### src/rtl/dram_rfsh_pkg.sv
package dram_rfsh_pkg;

  typedef enum logic [2:0] {
    ST_BOOT,
    ST_IDLE,
    ST_REQ,
    ST_CAS,
    ST_RAS,
    ST_PRE
  } rfsh_state_e;

  // Whole clocks covering a duration in ns, never below one clock.
  function automatic int unsigned ns_to_cyc(input int unsigned ns,
                                            input int unsigned period_ps);
    int unsigned c;
    c = (ns * 1000 + period_ps - 1) / period_ps;
    return (c == 0) ? 1 : c;
  endfunction

  function automatic int unsigned max_u(input int unsigned a, input int unsigned b);
    return (a > b) ? a : b;
  endfunction

  function automatic int unsigned pick_grade(input bit fast,
                                             input int unsigned fast_ns,
                                             input int unsigned slow_ns);
    return fast ? fast_ns : slow_ns;
  endfunction

endpackage

### src/rtl/rfsh_period_timer.sv
module rfsh_period_timer #(
  parameter int unsigned PERIOD_C = 16
) (
  input  logic clk,
  input  logic rst_n,
  input  logic en,
  output logic tick
);
  localparam int unsigned CW = (PERIOD_C > 1) ? $clog2(PERIOD_C) : 1;
  localparam logic [CW-1:0] LAST = CW'(PERIOD_C - 1);

  logic [CW-1:0] cnt;

  assign tick = en && (cnt == LAST);

  always_ff @(posedge clk or negedge rst_n) begin
    if (!rst_n)      cnt <= '0;
    else if (!en)    cnt <= '0;
    else if (tick)   cnt <= '0;
    else             cnt <= cnt + 1'b1;
  end
endmodule

### src/rtl/rfsh_debt_counter.sv
module rfsh_debt_counter #(
  parameter int unsigned W = 4
) (
  input  logic clk,
  input  logic rst_n,
  input  logic inc,
  input  logic dec,
  output logic pending
);
  localparam logic [W-1:0] FULL = '1;

  logic [W-1:0] owed;

  assign pending = (owed != '0);

  always_ff @(posedge clk or negedge rst_n) begin
    if (!rst_n)                              owed <= '0;
    else if (inc && !dec && owed != FULL)    owed <= owed + 1'b1;
    else if (dec && !inc)                    owed <= owed - 1'b1;
  end

  // a due refresh at the cap is dropped, count stays at the cap
  a_r10_no_overflow: assert property (@(posedge clk) disable iff (!rst_n)
    (owed == FULL && inc && !dec) |=> (owed == FULL));

  // the sequencer never retires a refresh that was not owed
  a_r10_no_underflow: assert property (@(posedge clk) disable iff (!rst_n)
    dec |-> (owed != '0));
endmodule

### src/rtl/rfsh_strobe_seq.sv
module rfsh_strobe_seq
  import dram_rfsh_pkg::*;
#(
  parameter int unsigned CAS_W  = 4,
  parameter int unsigned CSR_C  = 1,
  parameter int unsigned RASW_C = 3,
  parameter int unsigned PRE_C  = 2,
  parameter int unsigned INIT_N = 8
) (
  input  logic             clk,
  input  logic             rst_n,
  input  logic             boot_done,
  input  logic             pending,
  input  logic             gnt,
  output logic             in_boot,
  output logic             ready,
  output logic             req,
  output logic             done,
  output logic             ras_n,
  output logic [CAS_W-1:0] cas_n
);
  localparam int unsigned PMAX = max_u(max_u(CSR_C, RASW_C), PRE_C);
  localparam int unsigned PW   = $clog2(PMAX + 1);
  localparam int unsigned IW   = $clog2(INIT_N + 1);

  rfsh_state_e    state, nxt;
  logic [PW-1:0]  ph, lim;
  logic [IW-1:0]  init_cnt;
  logic           phase_last, active, ras_q, cas_q;

  assign active     = (state == ST_CAS) || (state == ST_RAS) || (state == ST_PRE);
  assign phase_last = (ph == lim);
  assign in_boot    = (state == ST_BOOT);
  assign req        = ready && (active || state == ST_REQ);
  assign done       = ready && (state == ST_PRE) && phase_last;

  always_comb begin
    unique case (state)
      ST_CAS:  lim = PW'(CSR_C - 1);
      ST_RAS:  lim = PW'(RASW_C - 1);
      default: lim = PW'(PRE_C - 1);
    endcase
  end

  always_comb begin
    nxt = state;
    unique case (state)
      ST_BOOT: if (boot_done)  nxt = ST_CAS;
      ST_IDLE: if (pending)    nxt = ST_REQ;
      ST_REQ:  if (gnt)        nxt = ST_CAS;
      ST_CAS:  if (phase_last) nxt = ST_RAS;
      ST_RAS:  if (phase_last) nxt = ST_PRE;
      ST_PRE:  if (phase_last)
                 nxt = (ready || init_cnt == IW'(INIT_N - 1)) ? ST_IDLE : ST_CAS;
      default: nxt = ST_BOOT;
    endcase
  end

  always_ff @(posedge clk or negedge rst_n) begin
    if (!rst_n) begin
      state    <= ST_BOOT;
      ph       <= '0;
      init_cnt <= '0;
      ready    <= 1'b0;
      ras_q    <= 1'b1;
      cas_q    <= 1'b1;
    end else begin
      state <= nxt;
      ras_q <= (nxt != ST_RAS);
      cas_q <= !(nxt == ST_CAS || nxt == ST_RAS);
      if (nxt != state)  ph <= '0;
      else if (active)   ph <= ph + 1'b1;
      if (state == ST_PRE && phase_last && !ready) begin
        init_cnt <= init_cnt + 1'b1;
        if (init_cnt == IW'(INIT_N - 1)) ready <= 1'b1;
      end
    end
  end

  assign ras_n = ras_q;
  for (genvar g = 0; g < CAS_W; g++) begin : g_cas
    assign cas_n[g] = cas_q;
  end

  // the row strobe only falls while the column strobes were already low
  a_r3_cas_leads_ras: assert property (@(posedge clk) disable iff (!rst_n)
    $fell(ras_q) |-> (!cas_q && !$past(cas_q)));

  // after initialization a refresh starts only on a sampled grant
  a_r8_grant_first: assert property (@(posedge clk) disable iff (!rst_n)
    (ready && $fell(cas_q)) |-> $past(gnt));

  // readiness follows the full preamble of dummy cycles
  a_r2_ready_after_init: assert property (@(posedge clk) disable iff (!rst_n)
    $rose(ready) |-> (init_cnt == IW'(INIT_N)));
endmodule

### src/rtl/dram_refresh_sched.sv
module dram_refresh_sched
  import dram_rfsh_pkg::*;
#(
  parameter int unsigned CLK_PERIOD_PS = 20000,
  parameter int unsigned STARTUP_NS    = 200000,
  parameter int unsigned REFRESH_NS    = 15600,
  parameter int unsigned INIT_CYCLES   = 8,
  parameter bit          FAST_GRADE    = 1'b1,
  parameter int unsigned CAS_W         = 4,
  parameter int unsigned DEBT_W        = 4
) (
  input  logic             clk,
  input  logic             rst_n,
  input  logic             ref_grant,
  output logic             ref_req,
  output logic             mem_ready,
  output logic             ras_n,
  output logic [CAS_W-1:0] cas_n
);
  localparam int unsigned STARTUP_C = ns_to_cyc(STARTUP_NS, CLK_PERIOD_PS);
  localparam int unsigned REFRESH_C = ns_to_cyc(REFRESH_NS, CLK_PERIOD_PS);
  localparam int unsigned CSR_C     = ns_to_cyc(5, CLK_PERIOD_PS);
  localparam int unsigned CHR_C     = ns_to_cyc(pick_grade(FAST_GRADE, 10, 15), CLK_PERIOD_PS);
  localparam int unsigned TRAS_C    = ns_to_cyc(pick_grade(FAST_GRADE, 60, 70), CLK_PERIOD_PS);
  localparam int unsigned TRP_C     = ns_to_cyc(pick_grade(FAST_GRADE, 40, 50), CLK_PERIOD_PS);
  localparam int unsigned TRPC_C    = ns_to_cyc(5, CLK_PERIOD_PS);
  localparam int unsigned RASW_C    = max_u(TRAS_C, CHR_C);
  localparam int unsigned PRE_C     = max_u(TRP_C, TRPC_C);

  logic boot_tick, rfsh_tick, in_boot, pending, done;

  rfsh_period_timer #(.PERIOD_C(STARTUP_C)) boot_timer_i (
    .clk(clk), .rst_n(rst_n), .en(in_boot), .tick(boot_tick));

  rfsh_period_timer #(.PERIOD_C(REFRESH_C)) interval_timer_i (
    .clk(clk), .rst_n(rst_n), .en(mem_ready), .tick(rfsh_tick));

  rfsh_debt_counter #(.W(DEBT_W)) debt_i (
    .clk(clk), .rst_n(rst_n), .inc(rfsh_tick), .dec(done), .pending(pending));

  rfsh_strobe_seq #(
    .CAS_W(CAS_W), .CSR_C(CSR_C), .RASW_C(RASW_C), .PRE_C(PRE_C), .INIT_N(INIT_CYCLES)
  ) seq_i (
    .clk(clk), .rst_n(rst_n), .boot_done(boot_tick), .pending(pending), .gnt(ref_grant),
    .in_boot(in_boot), .ready(mem_ready), .req(ref_req), .done(done),
    .ras_n(ras_n), .cas_n(cas_n));

  // Pulse-width observers for the checks below
  logic [7:0] lo_len, hi_len;
  always_ff @(posedge clk or negedge rst_n) begin
    if (!rst_n) begin
      lo_len <= '0;
      hi_len <= '1;
    end else if (ras_n) begin
      lo_len <= '0;
      if (hi_len != '1) hi_len <= hi_len + 1'b1;
    end else begin
      hi_len <= '0;
      if (lo_len != '1) lo_len <= lo_len + 1'b1;
    end
  end

  // the row strobe is low for exactly the derived pulse width
  a_r5_ras_width: assert property (@(posedge clk) disable iff (!rst_n)
    $rose(ras_n) |-> (lo_len == 8'(RASW_C)));

  // precharge window respected before every row strobe
  a_r6_precharge: assert property (@(posedge clk) disable iff (!rst_n)
    $fell(ras_n) |-> (hi_len >= 8'(PRE_C)));

  // during normal operation the request covers the whole strobe activity
  a_r9_req_covers_strobe: assert property (@(posedge clk) disable iff (!rst_n)
    (mem_ready && (!ras_n || cas_n != '1)) |-> ref_req);

  // nothing moves and nothing is ready before the startup wait ends
  a_r1_quiet_boot: assert property (@(posedge clk) disable iff (!rst_n)
    (seq_i.in_boot) |-> (ras_n && cas_n == '1 && !ref_req && !mem_ready));
endmodule

### config.mk
export PLATFORM = sky130hd
export DESIGN_NAME = dram_refresh_sched
export DESIGN_NICKNAME = d
export VERILOG_FILES = /design/src/rtl/dram_rfsh_pkg.sv /design/src/rtl/rfsh_period_timer.sv /design/src/rtl/rfsh_debt_counter.sv /design/src/rtl/rfsh_strobe_seq.sv /design/src/rtl/dram_refresh_sched.sv
export SDC_FILE = /design/constraint.sdc
export NUM_CORES = 1
export LEC_CHECK = 0
export CORE_ASPECT_RATIO = 1.25
export CORE_MARGIN = 5
export CORE_UTILIZATION = 65
export CTS_BUF_LIST = sky130_fd_sc_hd__clkbuf_4
export CTS_CLUSTER_SIZE = 12
export DETAILED_ROUTE_END_ITERATION = 10
export GPL_TIMING_DRIVEN = 0
export PLACE_DENSITY = 0.89
export SKIP_LAST_GASP = 1
export SYNTH_ARGS = -nofsm -noshare
export SYNTH_HDL_FRONTEND = slang
export SYNTH_SLANG_ARGS = --single-unit
export TNS_END_PERCENT = 10
### constraint.sdc
create_clock -name clk -period 4.2 [get_ports clk]
set_clock_uncertainty 0.05 [all_clocks]
set_input_delay 0.42 -clock clk [delete_from_list [all_inputs] [get_ports clk]]
set_output_delay 0.42 -clock clk [all_outputs]
set_load 0.02 [all_outputs]
== Yosys cells after proc, flatten, opt, wreduce, memory -nomap -nowiden ==
Cells that the tools add are included.
Storage, ports and cells
  flip-flop bits (word level): 40
  bits in latches: 0
  memory bits (writable): 0
  ROM bits: 0
  input port bits: 3
  memories kept: 0
Operators by class
  add/subtract/negate cells: 6
  multiply operators: 0
  divide/modulo/power cells: 0
  order comparisons: 0
  eq/ne operators: 14
  shifts and indexed selects: 0
  muxes and demuxes: 17
  bitwise operators: 0
  reductions and logical operators: 24
Operators with widths (count)
  2-to-1 mux 14 bit: 2
  2-to-1 mux 10 bit: 2
  2-to-1 mux 3 bit: 6
  case mux 3 bit (6 select lines): 1
  adder 14 x 1 -> 14 bit, second input constant: 1
  == test 14 bit, second input constant: 1
  adder 10 x 1 -> 10 bit, second input constant: 1
  == test 10 bit, second input constant: 1
  logical AND 1 bit: 10
  == test 3 x 2 -> 1 bit, second input constant: 3
  == test 3 bit, second input constant: 3
  adder 4 x 1 -> 4 bit, second input constant: 2
  2-to-1 mux 4 bit: 2
  2-to-1 mux 2 bit: 3
  logical OR 1 bit: 5
  == test 4 x 3 -> 1 bit, second input constant: 1
  zero test 1 bit: 4
  inequality test 4 bit, second input constant: 1
  case mux 2 bit (2 select lines): 1
  nonzero test 2 bit: 2
  nonzero test 4 bit: 1
  subtractor 4 x 1 -> 4 bit, second input constant: 1
  == test 3 x 1 -> 1 bit, second input constant: 1
  zero test 3 bit: 1
  5 further kinds: 5

== Logic depth before layout (Yosys ltp) ==
  word-level depth: 8
  gate-level depth with buffers: 11

== Modules after synthesis ==
A second synthesis with hierarchy kept.
Second synthesis, totals
  cell total of the unflattened synthesis: 205
  area, all modules: 2173.3 µm²
Modules (own cells, without submodules)
  rfsh_strobe_seq: times used 1, cells an instance 66, area an instance 720.7 µm²
  rfsh_period_timer at boot_timer_i: times used 1, cells an instance 69, area an instance 675.6 µm²
  rfsh_period_timer at interval_timer_i: times used 1, cells an instance 50, area an instance 511.7 µm²
  rfsh_debt_counter: times used 1, cells an instance 20, area an instance 265.3 µm²

== Worst setup path after synthesis ==
OpenSTA, ideal clock, no wires.
  path type: flip-flop to flip-flop
  start: register seq_i.ready
  end: register debt_i.owed[3]
  setup time: 80 ps
  arrival time: 2101 ps
  slack: 1969 ps
  cell stages (with the launch flop): 11
  path buffers: 0
  path through: dfrtp_1 and4b_4 nand3_1 nor2_1 inv_1 ha_1 a21o_1 a21oi_1 nor3_1 a21oi_1 xnor2_1
On the way
  cells in the longest elaborated chain, start to end: 6
  elaborated cells on any way between the ends: 10
  classes of those cells: 1 x mux; 9 x reduce/logical
Ends and longest elaborated chain
  start, declared: RTL line rfsh_strobe_seq.sv:16  | output logic ready,
  start signal, assigned: RTL line rfsh_strobe_seq.sv:64  | ready <= 1'b0;
  start signal, assigned: RTL line rfsh_strobe_seq.sv:75  | if (init_cnt == IW'(INIT_N - 1)) ready <= 1'b1;
  logical AND 1 bit (2 in a row): RTL line rfsh_strobe_seq.sv:35  | assign done = ready && (state == ST_PRE) && phase_last;
  zero test 1 bit: RTL line rfsh_debt_counter.sv:18  | else if (inc && !dec && owed != FULL) owed <= owed + 1'b1;
  logical AND 1 bit (2 in a row): RTL line rfsh_debt_counter.sv:18
  2-to-1 mux 4 bit or nonzero test 2 bit (tied branches)
  end signal, assigned: RTL line rfsh_debt_counter.sv:18
  end signal, assigned: RTL line rfsh_debt_counter.sv:19  | else if (dec && !inc) owed <= owed - 1'b1;
  end, declared: RTL line rfsh_debt_counter.sv:12  | logic [W-1:0] owed;
Parallel ways exist; a longest one is shown, timed or not.
A chain may end at the register's enable or synchronous reset.

== Final worst setup path ==
  start: register interval_timer_i.cnt[5]
  end: register debt_i.owed[3]
On the way
  cells in the longest elaborated chain, start to end: 5
  elaborated cells on any way between the ends: 8
  classes of those cells: 1 x eq/ne; 1 x mux; 6 x reduce/logical
Ends and longest elaborated chain
  start, declared: RTL line rfsh_period_timer.sv:12  | logic [CW-1:0] cnt;
  start signal, assigned: RTL line rfsh_period_timer.sv:20  | else cnt <= cnt + 1'b1;
  == test 10 bit (*): RTL line rfsh_period_timer.sv:14  | assign tick = en && (cnt == LAST);
  logical AND 1 bit (*): RTL line rfsh_period_timer.sv:14
  logical AND 1 bit or zero test 1 bit (tied branches): RTL line rfsh_debt_counter.sv:18, rfsh_debt_counter.sv:19
  logical AND 1 bit, on equally long branches: RTL line rfsh_debt_counter.sv:18, rfsh_debt_counter.sv:19
  2-to-1 mux 4 bit or nonzero test 2 bit (tied branches)
Mark *: on every way between the ends. The rest lies on a longest branch, timed or not.

==> summary.md <==
Detailed-route wire length: 3.504 mm. The tools report the number of placed instances with taps included as 251. After filler insertion, the fill cell instance count of the layout stands at 235.

In the final timing run, aggregate negative setup slack is 0 ns. The detailed router finished its first iteration with 42 violations. When the netlist entered floorplanning its net count stood at 214. The count of nets left with antenna violations once routing finished came out at 0.

The count of final max-slew check failures was 0; the worst-case vdd ir drop was 0.0002351 V. For this run, the slowest stage of the critical path takes 0.44 ns. Core footprint: 3194 um2. After synthesis, the cell types taking the most area are dfrtp_1 44%, xor2_1 5.7%, xnor2_1 5.3%.

In this run the number of H-tree levels came out at 2. Clock tree synthesis inserted a total of 5 buffers. After detailed routing, the average wire length per cell comes to 13.53 um. The worst path meets setup with 1.668 ns of slack. The floorplan step defined a die boundary enclosing 4567 um2. The number of enable flip-flop cells after synthesis is 0. In this design, the largest share of critical-path delay is due to simple AND/OR/NAND/NOR gates. At the placement stage, the worst setup path has a slack of 1.706 ns.

The initialized floorplan defines 23 standard-cell rows. The post-route clock period utilization is 0.6028, and the fraction of the yosys area taken by sequential cells is 0.4666. The detailed router placed 1472 vias in this run.

The via count of the first global-routing pass is 1506, and the starting density of the core is 0.6733. Among all stages on the critical path, the largest delay is contributed by dfrtp_1. For this design, the sink count on the clock tree is 40.

The combined buffer and inverter count along the critical path is 1, and the max-capacitance violation count is 0. From synthesis to final layout, the design area changed by 8.552%. After clock tree synthesis, the clock-pin slew on the worst setup and hold paths is 0.11 ns. Setup repair after global routing left no endpoint under its margin.

The top fanout value on the critical path is 4, and the number of I/O port buffers is 9. The standby leakage power is 1.022 nW, and the async set-or-reset flop fraction in the synthesized netlist is 1.000. In the synthesized netlist the dominant register cell turns out to be dfrtp_1. The number of post-CTS setup repair buffers was 0; the area share of the leading cell type in the synthesized netlist was 0.4421. The logic depth of the worst register-to-register path is 10, and the required time of the critical path is 4.40 ns. The layout cell share with drive strength beyond 1 came out at 0.1577.

The data arrival time of the worst path was 2.73 ns. Traced cell by cell, the critical path runs through nor4b_2 > nand3_1 > nor2_1 > inv_1 > ha_1 > a21o_1 > a21oi_1 > nor3_1 > a21oi_1 > xnor2_1. The tools report the power consumption as 0.5776 mW. After detailed routing, the number of remaining DRC violations is 0. The longest clock path from root to sink contains 2 buffers. The worst setup path is of the flop to flop kind. Launching point of the worst reg2reg path: interval_timer_i.cnt[5]. The global router's overall resource usage was 0.1857; the combined area of all synthesized cells was 2151 um2. The wire length of the first global-routing pass was 6.396 mm; the final net count was 230. Pin placement for this block handled 10 I/O pins.

The run finished with clean final reports. The worst register-to-register path ends at debt_i.owed[3]. The share of the core filled with cells was 0.7309. For this run, the detailed router's first-pass iteration total came to 4. The logs give 2335 um2 for the final design instance area without fill and 0.7761 for the routability-driven placement congestion ratio. The tree is rooted in a clkbuf_4. The number of antenna violations at the first check in global routing is 0. The tools report the source of the critical timing path as interval_timer_i.cnt[5].

The worst hold path belongs to the class input pin to async pin. Post-CTS repair changed the size of 0 cells. The worst setup path is captured at a flop.

TritonCTS built the clock tree. The unique cell type count in the Yosys netlist was 50; the HPWL reported at the end of detailed placement was 2.586 mm. From left edge to right edge, the die measures 61.45 um.

The power density relative to cell area is 247.4 nW/um2. In the routed layout, each cell is associated on average with a via count of 5.683. In this design, the critical path's most frequently occurring cell is a21oi_1.

The worst-case register-to-register setup slack is 1.67 ns, and the average size of a mapped cell is 10.49 um2. The run gives 0 as the yosys synthesis warning count. The post-synthesis cell count is 205, and the number of cells in the finished layout apart from fillers is 259. On the final layout, the worst hold slack is 0.1152 ns.

The tools report the overall overflow remaining after global route as 0. The cell taking the most area after synthesis was dfrtp_1. Timing would allow up to 395.0 MHz.

The number of hold-slack violations in the final timing report is 0, and the total inserted antenna cells is 0. The worst slew margin relative to its limit was 0.4419; the number of failing setup endpoints in the final timing report was 0. The tools report the worst setup path endpoint as debt_i.owed[3]. At the pin with the least slew margin, the transition time is 0.8371 ns.

The flip-flop and latch count after synthesis was 40. In this run, post-CTS hold repair placed 0 buffers. The y dimension of the die is 74.32 um. For the finished layout, the period the worst path requires is 2.532 ns.

The worst setup path is launched from a flop. The critical path crosses 10 cells after its start point. After detailed placement, the total cell area comes to 2282 um2. The logs give 0.34 ns for the clock latency of the later-clocked register in the worst-skew pair and 41 for the pin count of the biggest net entering global routing.
[state kept, by name, summed over array words and instances (netlist names)]
| name | cells |
|---|---|
| seq_i.cas_q | 1 |
| seq_i.state | 3 |
| seq_i.ph | 2 |
| seq_i.init_cnt | 4 |
| interval_timer_i.cnt | 10 |
| seq_i.ras_n | 1 |
| seq_i.ready | 1 |
| debt_i.owed | 4 |
| boot_timer_i.cnt | 14 |
[placed cells by master, fill, tap and decap left out, types with 3 or more instances in the layout]
| cell type | count |
|---|---|
| nand4_1 | 3 |
| nor3_1 | 4 |
| and3_1 | 3 |
| a21oi_1 | 10 |
| ha_1 | 5 |
| buf_2 | 5 |
| nor4b_2 | 3 |
| buf_4 | 5 |
| o21ai_0 | 3 |
| inv_1 | 5 |
| nand2_1 | 11 |
| nand3_1 | 9 |
| xor2_1 | 14 |
| nor2_1 | 28 |
| nand2b_1 | 5 |
| dfrtp_1 | 38 |
| and2_1 | 3 |
| clkdlybuf4s50_1 | 8 |
| clkbuf_4 | 6 |
| xnor2_1 | 13 |
[final cells by class]
type	instances	area, um2	area share
sequential	40	1003	0.4298
clock inverter	2	7.507	0.003215
multi-input combinational	150	1060	0.4539
clock buffer	6	45.04	0.01929
buffer	10	68.82	0.02947
inverter	5	18.77	0.008039
timing repair buffer	9	85.08	0.03644
tap	37	46.29	0.01983
[worst reg2reg max path, delay by kind of cell (launching register included)]
kind / cells / cell delay (ns)
buffers and inverters: 1 / 0.13
adders and majority gates: 1 / 0.29
AOI/OAI and AO/OA: 3 / 0.55
and+or+nand+nor: 4 / 0.83
xor gates and xnor gates: 1 / 0.16
DFF: 1 / 0.44
[kinds of logic after synthesis]
family | share of synthesized area
flops | 0.4665
simple gates | 0.2443
compound gates | 0.08087
buf+inv | 0.04072
fa+ha+maj | 0.03839
mux | 0.01920
xor+xnor | 0.1099
[metal layers]
layer,track usage,vias to the layer above,part of all wire,wire (um)
li1,-,731,-,-
met4,0.07075,0,0.026,91
met3,0.04688,9,0.026,90
met1,0.2187,713,0.42,1476
met5,0,-,0,0
met2,0.3212,19,0.53,1845
[how the worst min path moves through the flow]
stage | slack, ns | startpoint | cells after the start | end
final | 0.12 | rst_n | 1 | boot_timer_i.cnt[8]
after global routing | 0.16 | rst_n | 1 | boot_timer_i.cnt[9]
after CTS | 0.14 | rst_n | 1 | boot_timer_i.cnt[10]
after detailed placement | 0.41 | seq_i.init_cnt[3] | 1 | seq_i.init_cnt[3]
after global placement | 0.40 | seq_i.init_cnt[3] | 1 | seq_i.init_cnt[3]
after floorplan | 0.07 | rst_n | 0 | boot_timer_i.cnt[0]
[power breakdown]
group | switching [mW] | internal, mW | total, mW
clock network | 0.116 | 0.0685 | 0.184
logic | 0.00701 | 0.00115 | 0.00815
registers | 0 | 0.385 | 0.385
total | 0.123 | 0.455 | 0.578
[synth_stat cells, types with 2 or more instances]
cell type  number
dfstp_2         2
nor2b_1         2
nand2_1        11
ha_1            5
and2_1          3
inv_1           5
buf_4           5
o21ai_1         2
nor3_1          4
nand2b_1        5
a21oi_1        10
nor2_1         28
nand4b_1        2
dfrtp_1        38
nand4_1         3
and3_1          3
nand3_1         9
o21ai_0         3
mux2_4          2
and3_2          2
and4_1          2
xor2_1         14
nor4b_2         3
buf_2           4
xnor2_1        13
(Power assumes the default switching activity.)
